[src/rtl/ccg_pkg.sv]
package ccg_pkg;

    typedef enum logic [1:0] {
        MAG_NONE = 2'd0,
        MAG_ONE  = 2'd1,
        MAG_TWO  = 2'd2
    } mag_e;

    typedef struct packed {
        logic neg;
        mag_e mag;
    } bdig_t;

    function automatic int unsigned num_digits(input int unsigned kw);
        return (kw + 1) / 2;
    endfunction

    // coefficient bit j, sign-extended above the top bit
    function automatic int kbit(input logic signed [63:0] k,
                                input int unsigned kw,
                                input int unsigned j);
        if (j >= kw)
            return int'(k[kw-1]);
        return int'(k[j]);
    endfunction

    // radix-4 signed digit idx of the coefficient
    function automatic bdig_t booth_digit(input logic signed [63:0] k,
                                          input int unsigned kw,
                                          input int unsigned idx);
        int    v;
        bdig_t d;
        v = -2 * kbit(k, kw, 2*idx + 1) + kbit(k, kw, 2*idx);
        if (idx != 0)
            v = v + kbit(k, kw, 2*idx - 1);
        d.neg = (v < 0);
        case ((v < 0) ? -v : v)
            1:       d.mag = MAG_ONE;
            2:       d.mag = MAG_TWO;
            default: d.mag = MAG_NONE;
        endcase
        return d;
    endfunction

endpackage

[src/rtl/ccg_booth_term.sv]
module ccg_booth_term
    import ccg_pkg::*;
#(
    parameter int unsigned DIN_W  = 8,
    parameter int unsigned PROD_W = 16,
    parameter int unsigned SHIFT  = 0,
    parameter bdig_t       DIG    = '{neg: 1'b0, mag: MAG_ONE}
) (
    input  logic [DIN_W-1:0]  din,
    output logic [PROD_W-1:0] term
);
    localparam int unsigned EXT_W = PROD_W - DIN_W;

    logic [PROD_W-1:0] din_ext;
    logic [PROD_W-1:0] mag_val;
    logic [PROD_W-1:0] placed;

    assign din_ext = {{EXT_W{din[DIN_W-1]}}, din};

    generate
        if (DIG.mag == MAG_TWO) begin : g_two
            assign mag_val = din_ext << 1;
        end else begin : g_one
            assign mag_val = din_ext;
        end
    endgenerate

    assign placed = mag_val << SHIFT;

    generate
        if (DIG.neg) begin : g_sub
            assign term = (~placed) + 1'b1;
        end else begin : g_add
            assign term = placed;
        end
    endgenerate

endmodule

[src/rtl/ccg_term_sum.sv]
module ccg_term_sum #(
    parameter int unsigned N_TERMS = 4,
    parameter int unsigned PROD_W  = 16
) (
    input  logic [N_TERMS-1:0][PROD_W-1:0] terms,
    output logic [PROD_W-1:0]              sum
);
    logic [N_TERMS:0][PROD_W-1:0] acc;

    assign acc[0] = '0;

    generate
        for (genvar i = 0; i < N_TERMS; i++) begin : g_acc
            assign acc[i+1] = acc[i] + terms[i];
        end
    endgenerate

    assign sum = acc[N_TERMS];

endmodule

[src/rtl/ccg_out_window.sv]
module ccg_out_window #(
    parameter int unsigned PROD_W   = 16,
    parameter int unsigned DROP_MSB = 1,
    parameter int unsigned RES_W    = 12
) (
    input  logic [PROD_W-1:0] prod,
    output logic [RES_W-1:0]  res
);
    localparam int unsigned LSB_CUT = PROD_W - DROP_MSB - RES_W;

    generate
        if (DROP_MSB + RES_W > PROD_W) begin : g_bad
            $error("output window exceeds product width");
        end
    endgenerate

    assign res = RES_W'(prod >> LSB_CUT);

endmodule

[src/rtl/ccg_gain.sv]
module ccg_gain
    import ccg_pkg::*;
#(
    parameter int unsigned             DIN_W    = 8,
    parameter int unsigned             K_W      = 8,
    parameter logic signed [K_W-1:0]   COEF     = 8'sb0101_1101,
    parameter int unsigned             DROP_MSB = 1,
    parameter int unsigned             RES_W    = 12
) (
    input  logic [DIN_W-1:0] din,
    output logic [RES_W-1:0] res
);
    localparam int unsigned       PROD_W = DIN_W + K_W;
    localparam int unsigned       NDIG   = num_digits(K_W);
    localparam logic signed [63:0] COEF_X = 64'(COEF);

    logic [NDIG-1:0][PROD_W-1:0] terms;
    logic [PROD_W-1:0]           prod;

    generate
        for (genvar i = 0; i < NDIG; i++) begin : g_dig
            localparam bdig_t D = booth_digit(COEF_X, K_W, i);
            if (D.mag == MAG_NONE) begin : g_zero
                assign terms[i] = '0;
            end else begin : g_term
                ccg_booth_term #(
                    .DIN_W (DIN_W),
                    .PROD_W(PROD_W),
                    .SHIFT (2*i),
                    .DIG   (D)
                ) u_term (
                    .din (din),
                    .term(terms[i])
                );
            end
        end
    endgenerate

    ccg_term_sum #(
        .N_TERMS(NDIG),
        .PROD_W (PROD_W)
    ) u_sum (
        .terms(terms),
        .sum  (prod)
    );

    ccg_out_window #(
        .PROD_W  (PROD_W),
        .DROP_MSB(DROP_MSB),
        .RES_W   (RES_W)
    ) u_win (
        .prod(prod),
        .res (res)
    );

endmodule

[config.mk]
export PLATFORM = sky130hd
export DESIGN_NAME = ccg_gain
export DESIGN_NICKNAME = d
export VERILOG_FILES = /design/src/rtl/ccg_pkg.sv /design/src/rtl/ccg_booth_term.sv /design/src/rtl/ccg_term_sum.sv /design/src/rtl/ccg_out_window.sv /design/src/rtl/ccg_gain.sv
export SDC_FILE = /design/constraint.sdc
export NUM_CORES = 1
export LEC_CHECK = 0
export BUFFER_PORTS_ARGS = -buffer_cell sky130_fd_sc_hd__buf_2
export CORE_MARGIN = 3
export CORE_UTILIZATION = 55
export DETAILED_ROUTE_END_ITERATION = 10
export PLACE_DENSITY = 0.81
export REMOVE_ABC_BUFFERS = 1
export SETUP_SLACK_MARGIN = 0.3
export SYNTH_ARGS = -nofsm -noshare
export SYNTH_HDL_FRONTEND = slang
export SYNTH_SLANG_ARGS = --single-unit
export TNS_END_PERCENT = 5
[constraint.sdc]
create_clock -name vclk -period 3.5
set_clock_uncertainty 0.2 [all_clocks]
set_input_delay 0.175 -clock vclk [all_inputs]
set_output_delay 0.175 -clock vclk [all_outputs]
set_load 0.01 [all_outputs]
---- Word level (Yosys, flattened, before mapping) ----
Cells that the tools add are included.
word-level totals
  bits in registers ....................... 0
  output and inout port bits .............. 12
  word-level logic and storage cells ...... 5
  input bits .............................. 8
operators by class
  bitwise operators ....................... 1
  add/sub/neg operators ................... 4
operators by type and width
  operator                 count
  $add A15 B15 Y15         3
  $add A15 B1 Y15 const B  1
  $not A15 Y15             1

---- Depth between registers and ports, before layout ----
Gate-level depths: netlist (run 1).
  depth after elaboration ................. 5
  depth in mapped cells ................... 11
  depth with buffers taken out ............ 11

---- Modules after synthesis ----
Synthesis (run 1) repeated with hierarchy kept, for this count alone.
unflattened totals
  cell total of the unflattened synthesis .. 293
  area, all modules ....................... 2,260.9 sq um
modules (own cells, without submodules)
  module                                       times used  sequential area each (sq um)  cells an instance  area each (sq um)
  ccg_term_sum                                 1           0.0                           202                1,601.5
  ccg_booth_term (g_dig[2].g_term.u_term ...)  2           0.0                           17                 123.9
  ccg_booth_term (g_dig[1].g_term.u_term)      1           0.0                           29                 201.4
  ccg_booth_term (g_dig[0].g_term.u_term)      1           0.0                           16                 120.1
  ccg_out_window                               1           0.0                           12                 90.1

---- Worst setup path before layout (run 1) ----
OpenSTA, ideal clock, no wires.
  kind .................................... input -> output
  start point ............................. input din[2]
  end point ............................... output res[10]
  buffers on the path ..................... 0
  stages on the path ...................... 10
  arrival ................................. 2.593 ns
  required time ........................... 3.125 ns
  path slack .............................. 0.532 ns
  path through ............................ fa_1 -> inv_1 -> fa_1 -> inv_1 -> ha_1 -> and3_1 -> a221oi_2 -> a21oi_2 -> a41oi_2 -> xnor2_1
between the ends
  cells in the longest elaborated chain, start to end .. 5
RTL lines
  what                           line                  RTL
  from (decl)                    ccg_gain.sv:10        input logic [DIN_W-1:0] din,
  $not A15 Y15                   ccg_booth_term.sv:32  assign term = (~placed) + 1'b1;
  $add A15 B1 Y15                ccg_booth_term.sv:32
  $add A15 B15 Y15 (2 in a row)  ccg_term_sum.sv:14    assign acc[i+1] = acc[i] + terms[i];
  $add A15 B15 Y15 (*)           ccg_term_sum.sv:14
  to (decl)                      ccg_gain.sv:11        output logic [RES_W-1:0] res
Mark *: on every way between the ends. The rest lies on a longest branch, timed or not.

---- Worst setup path after layout (run 1) ----
  start point ............................. input din[1]
  end point ............................... output res[10]
The elaborated chain is that of the path after synthesis.

==> flow_summary.rst, run 1 <==
.. list-table::
   :header-rows: 1

   * - Metric
     - Value
   * - Outcome
     - finished, final reports clean
   * - Detailed-route wire length per cell
     - 12.5 um
   * - Share of layout cells above drive strength 1
     - approximately 34%
   * - Synth cell count leaders
     - inv_1, ha_1, fa_1
   * - Total instance count after detailed placement
     - ~150
   * - Fraction of post-synthesis cell area in the top cell type by area
     - roughly a third
   * - Largest cells by area after synthesis
     - fa_1, ha_1, inv_1
   * - Synth area leader
     - fa_1
   * - Power per unit of standard cell area
     - 447 nW/um2
   * - Category of the critical setup timing path
     - input pin to output pin
   * - Final design area excluding fillers
     - around 1200 um2
   * - Max-slew headroom at the worst pin
     - about four fifths
   * - Final core utilization
     - ~76%
   * - Remaining routing DRC violations
     - 0
   * - Final ANT Viol Nets
     - 0
   * - Number of I/O port buffers
     - 20
   * - Final instance count without filler cells
     - 150
   * - Antenna Cells
     - 0
   * - Maximum number of pins on one net before global-route repair
     - 8
   * - Period utilization
     - slightly below 90%
   * - Data required time at the worst endpoint
     - roughly 3.1 ns
   * - Via density per instance
     - 5.21
   * - Placed cell area
     - 1080 um2
   * - Max IR drop VDD
     - 0.277 mV
   * - Biggest fanout along the worst timing path
     - 4
   * - Crit. Startpoint
     - din[1]
   * - Number of search-and-repair iterations in the first detailed-routing pass
     - 4
   * - Synth Cell Area
     - between 900 and 1000 um2
   * - Number of distinct library cell variants in the gate-level netlist after synthesis
     - 25
   * - Number of nets in the layout
     - approximately 180
   * - Core footprint
     - ~1600 um2
   * - Start point of the worst min-delay path
     - din[0]
   * - Setup crit start kind
     - input pin
   * - Violation count after the first detailed-routing iteration
     - 8
   * - Transition time at the pin with the least slew margin
     - 0.293 ns
   * - Count of final hold-check violations
     - 0
   * - Die height
     - 47.5 um
   * - Register area
     - 0 um2
   * - Global-route wire length before repair
     - roughly 3000 um
   * - Most common cell in the synthesized netlist
     - inv_1
   * - Via count of the first global-routing pass
     - between 700 and 800
   * - Post-synthesis area per instance
     - 8.60 um2
   * - Width of the die
     - around 47 um
   * - Total power after layout
     - ~530 uW
   * - Number of cells produced by synthesis
     - 110
   * - Arrival time of the worst setup path
     - about 2.7 ns
   * - Count of warnings emitted by yosys
     - 0
   * - Time the final worst path needs with I/O delays and setup
     - ~3 ns
   * - RSZ-0062 raised after global routing
     - yes
   * - Effective utilization at floorplan
     - about 60%
   * - Antenna violations before repair
     - 0
   * - Setup-failing EPs final
     - 0
   * - Worst setup path endpoint
     - res[10]
   * - Fin Setup TNS
     - 0 ns
   * - DP HPWL
     - approximately 1600 um
   * - Boundary Pins
     - 20
   * - WL final
     - about 1900 um
   * - Floorplan die area
     - between 2000 and 2500 um2
   * - Total global routing track utilization
     - between 10% and 20%
   * - Total via count in the routed design
     - ~800
   * - Register area share after synthesis
     - 0%
   * - Crit path capture type
     - output pin
   * - Gpl congestion
     - a little under 0.8
   * - Number of sequential cells
     - 0
   * - HP Class
     - input pin to output pin
   * - Grt ovf
     - 0
   * - Cell row count
     - 14
   * - Number of clock buffers in the layout
     - 0
   * - Number of slew-limit violations in the final report
     - 0
   * - Max-cap violation count
     - 0
   * - Upper clock frequency limit
     - roughly 330 MHz
   * - Static leakage
     - approximately 0.0006 uW
   * - Area growth syn-to-layout
     - 26.1%
-- report_power, final --
part / internal, uW / switching [uW] / total, uW
registers: 0 / 0 / 0
clock network: 0 / 0 / 0
logic: 254 / 279 / 533
total: 254 / 279 / 533
-- layer usage --
metal / up-vias / global-route usage [%] / routed length, um
met5: - / 0 / 0
met4: 0 / 2.21 / 22
met3: 2 / 0 / 38
met2: 16 / 34.5 / 1070
met1: 367 / 23.3 / 747
li1: 396 / - / -
-- kinds of logic (layout without fill, tap and decap cells) --
kind of cell / after synthesis / after routing / share of synthesized area [%]
AOI/OAI and AO/OA: 17 / 17 / 13.8
and+or+nand+nor: 18 / 18 / 9.79
buffers and inverters: 34 / 58 / 13.5
xor gates and xnor gates: 8 / 8 / 7.41
adders and majority gates: 33 / 33 / 55.6
-- final cells by class --
type	count	area (um2)
timing repair buffer	24	139
multi-input combinational	76	902
tap	16	20.0
fill	118	367
inverter	34	131
-- worst min path at each step --
| stage | cells after the start | end |
|---|---|---|
| after floorplan | 2 | res[0] |
| after global placement | 4 | res[0] |
| after detailed placement | 4 | res[0] |
| after CTS | 4 | res[0] |
| after global routing | 4 | res[0] |
| final | 4 | res[0] |
-- worst max-delay path, cell delays in order --
cell and delay, ns:
buf_2 0.13, fa_1 0.53, inv_1 0.05, fa_1 0.49, inv_2 0.05, ha_4 0.25, and3_4 0.18, a221oi_4 0.27
a21oi_2 0.11, a41oi_2 0.18, xnor2_1 0.13, buf_2 0.14
-- through the flow --
stage / setup slack [ns] / hold WS, ns
after floorplan: 0.532 / 0.341
after global placement: 0.207 / 0.566
after detailed placement: 0.160 / 0.579
after CTS: 0.339 / 0.581
after global routing: 0.275 / 0.628
final: 0.430 / 0.589
-- placed cells by master, fill, tap and decap left out, types with 3 or more instances in the layout --
cell type / count
inv_1: 28
buf_2: 18
fa_1: 14
ha_1: 12
xnor2_1: 6
inv_2: 5
nand2_1: 5
a21oi_1: 4
ha_4: 4
buf_4: 4
nor2_1: 3
o21ai_0: 3
-- what timing repair did --
item,CTS,global route
hold buffers,0,0
endpoints found under the setup margin,1,5
resized for setup,3,19
setup buffers,1,1
pin swaps,3,15
No activity file was read; power rests on OpenSTA's default activity.
==> run 2, diff against run 1 <==
--- a/config.mk
+++ b/config.mk
@@ -7,9 +7,9 @@
 export LEC_CHECK = 0
 export BUFFER_PORTS_ARGS = -buffer_cell sky130_fd_sc_hd__buf_2
 export CORE_MARGIN = 3
-export CORE_UTILIZATION = 55
+export CORE_UTILIZATION = 59
 export DETAILED_ROUTE_END_ITERATION = 10
-export PLACE_DENSITY = 0.81
+export PLACE_DENSITY = 0.86
 export REMOVE_ABC_BUFFERS = 1
 export SETUP_SLACK_MARGIN = 0.3
 export SYNTH_ARGS = -nofsm -noshare
==> run 2 against run 1 <==
Highest routed layer unchanged. Non-clock buffer count decreased by 1. Wire length is 2.2% higher. Maximum frequency shrank 1.2%. Worst hold slack got worse by 0.016 ns.
==> flow_summary.rst, run 2 (same netlist as run 1, synthesis figures left out) <==
.. list-table::
   :header-rows: 1

   * - Metric
     - Value
   * - Outcome
     - finished, final reports clean
   * - Upper clock frequency limit
     - around 320 MHz
   * - Transition time at the pin with the least slew margin
     - between 0.2 and 0.3 ns
   * - Grt ovf
     - 0
   * - Number of nets in the layout
     - ~180
   * - Max-cap violation count
     - 0
   * - Crit path capture type
     - output pin
   * - Number of sequential cells
     - 0
   * - Core footprint
     - around 1400 um2
   * - Floorplan die area
     - about 2100 um2
   * - Total global routing track utilization
     - between 20% and 30%
   * - Cts-stage hold buffer count
     - 0
   * - Category of the critical setup timing path
     - input pin to output pin
   * - Fin Setup TNS
     - 0 ns
   * - Static leakage
     - between 0.0006 and 0.0007 uW
   * - Biggest fanout along the worst timing path
     - 6
   * - Period utilization
     - between 80% and 90%
   * - Final ANT Viol Nets
     - 0
   * - Number of slew-limit violations in the final report
     - 0
   * - Maximum number of pins on one net before global-route repair
     - 8
   * - Most frequent standard cell in the layout excluding fill and tap cells
     - inv_1
   * - Area growth syn-to-layout
     - 21.6%
   * - Setup-failing EPs final
     - 0
   * - Register area
     - 0 um2
   * - Time the final worst path needs with I/O delays and setup
     - 3.11 ns
   * - Number of clock buffers in the layout
     - 0
   * - Via count of the first global-routing pass
     - 752
   * - Violation count after the first detailed-routing iteration
     - 13
   * - Commonest cells after routing, fill and taps aside
     - inv_1, buf_2, fa_1, ha_1, xnor2_1
   * - Gpl congestion
     - between 0.8 and 0.9
   * - Effective utilization at floorplan
     - just under 70%
   * - Antenna Cells
     - 0
   * - DP HPWL
     - roughly 1700 um
   * - Max-slew headroom at the worst pin
     - 82.1%
   * - Remaining routing DRC violations
     - 0
   * - Number of search-and-repair iterations in the first detailed-routing pass
     - 4
   * - Crit. Startpoint
     - din[2]
   * - Total via count in the routed design
     - roughly 770
   * - RSZ-0062 raised after global routing
     - yes
   * - Antenna violations before repair
     - 0
   * - Worst slack on hold paths
     - approximately 0.57 ns
   * - Die height
     - between 40 and 50 um
   * - Number of I/O port buffers
     - 20
   * - HP Class
     - input pin to output pin
   * - Count of final hold-check violations
     - 0
   * - Via density per instance
     - roughly 5.2
   * - Boundary Pins
     - 20
   * - Width of the die
     - around 46 um
   * - Share of layout cells above drive strength 1
     - 26.3%
   * - Global-route wire length before repair
     - 3110 um
   * - Setup crit start kind
     - input pin
   * - WL final
     - 1920 um
   * - Arrival time of the worst setup path
     - ~2.7 ns
   * - Max IR drop VDD
     - 0.301 mV
   * - Power per unit of standard cell area
     - between 400 and 500 nW/um2
   * - Data required time at the worst endpoint
     - 3.12 ns
   * - Detailed-route wire length per cell
     - around 13 um
   * - Cell row count
     - 13
   * - Start point of the worst min-delay path
     - din[0]
-- run 2: worst paths after layout --
path | endpoint | slack (ns) | depth (start not counted)
max | res[10] | 0.39 | 12
min | res[0] | 0.57 | 4
-- run 2: critical path, stage by stage --
cell and delay (ns):
buf_2 0.13, fa_1 0.53, inv_1 0.05, fa_1 0.51, inv_1 0.07, ha_4 0.27
and3_4 0.18, a221oi_4 0.28, a21oi_2 0.11, a41oi_2 0.16, xnor2_1 0.13, buf_2 0.14
-- run 2: through the flow --
stage               area (um2)  total power [uW]  instances  setup WS (ns)  util (%)
global route              1150               570        148          0.266      82.2
floorplan                  946               326        110          0.532         -
detailed placement        1080               460        147          0.143      77.2
finish                    1150               512        148          0.392      82.2
CTS                       1110               486        148          0.328      79.7
global placement          1080               445        147          0.206      77.2
-- run 2: final cells by class --
cell class | count | area (um2)
Multi-Input combinational cell | 76 | 878
Fill cell | 96 | 249
Inverter | 34 | 128
Timing Repair Buffer | 23 | 125
Tap cell | 15 | 18.8
-- run 2: routing by layer --
layer	part of all wire, %	global-route usage (%)	wire [um]	vias up
met4	0.73	1.70	14	0
met5	0	0	0	-
met3	1.4	0.395	27	2
li1	-	-	-	391
met2	58	42.0	1120	11
met1	40	22.8	763	363
-- run 2: timing repair --
action	CTS	global route
resized for setup	5	5
pin swaps	1	3
hold endpoints to repair	0	0
buffers inserted	1	0
setup endpoints to repair	1	6
cloned	0	0
-- run 2: power by group --
group | internal (uW) | switching (uW) | total, uW | leakage (uW)
registers | 0 | 0 | 0 | 0
clock network | 0 | 0 | 0 | 0
logic | 240 | 272 | 512 | 0.000621
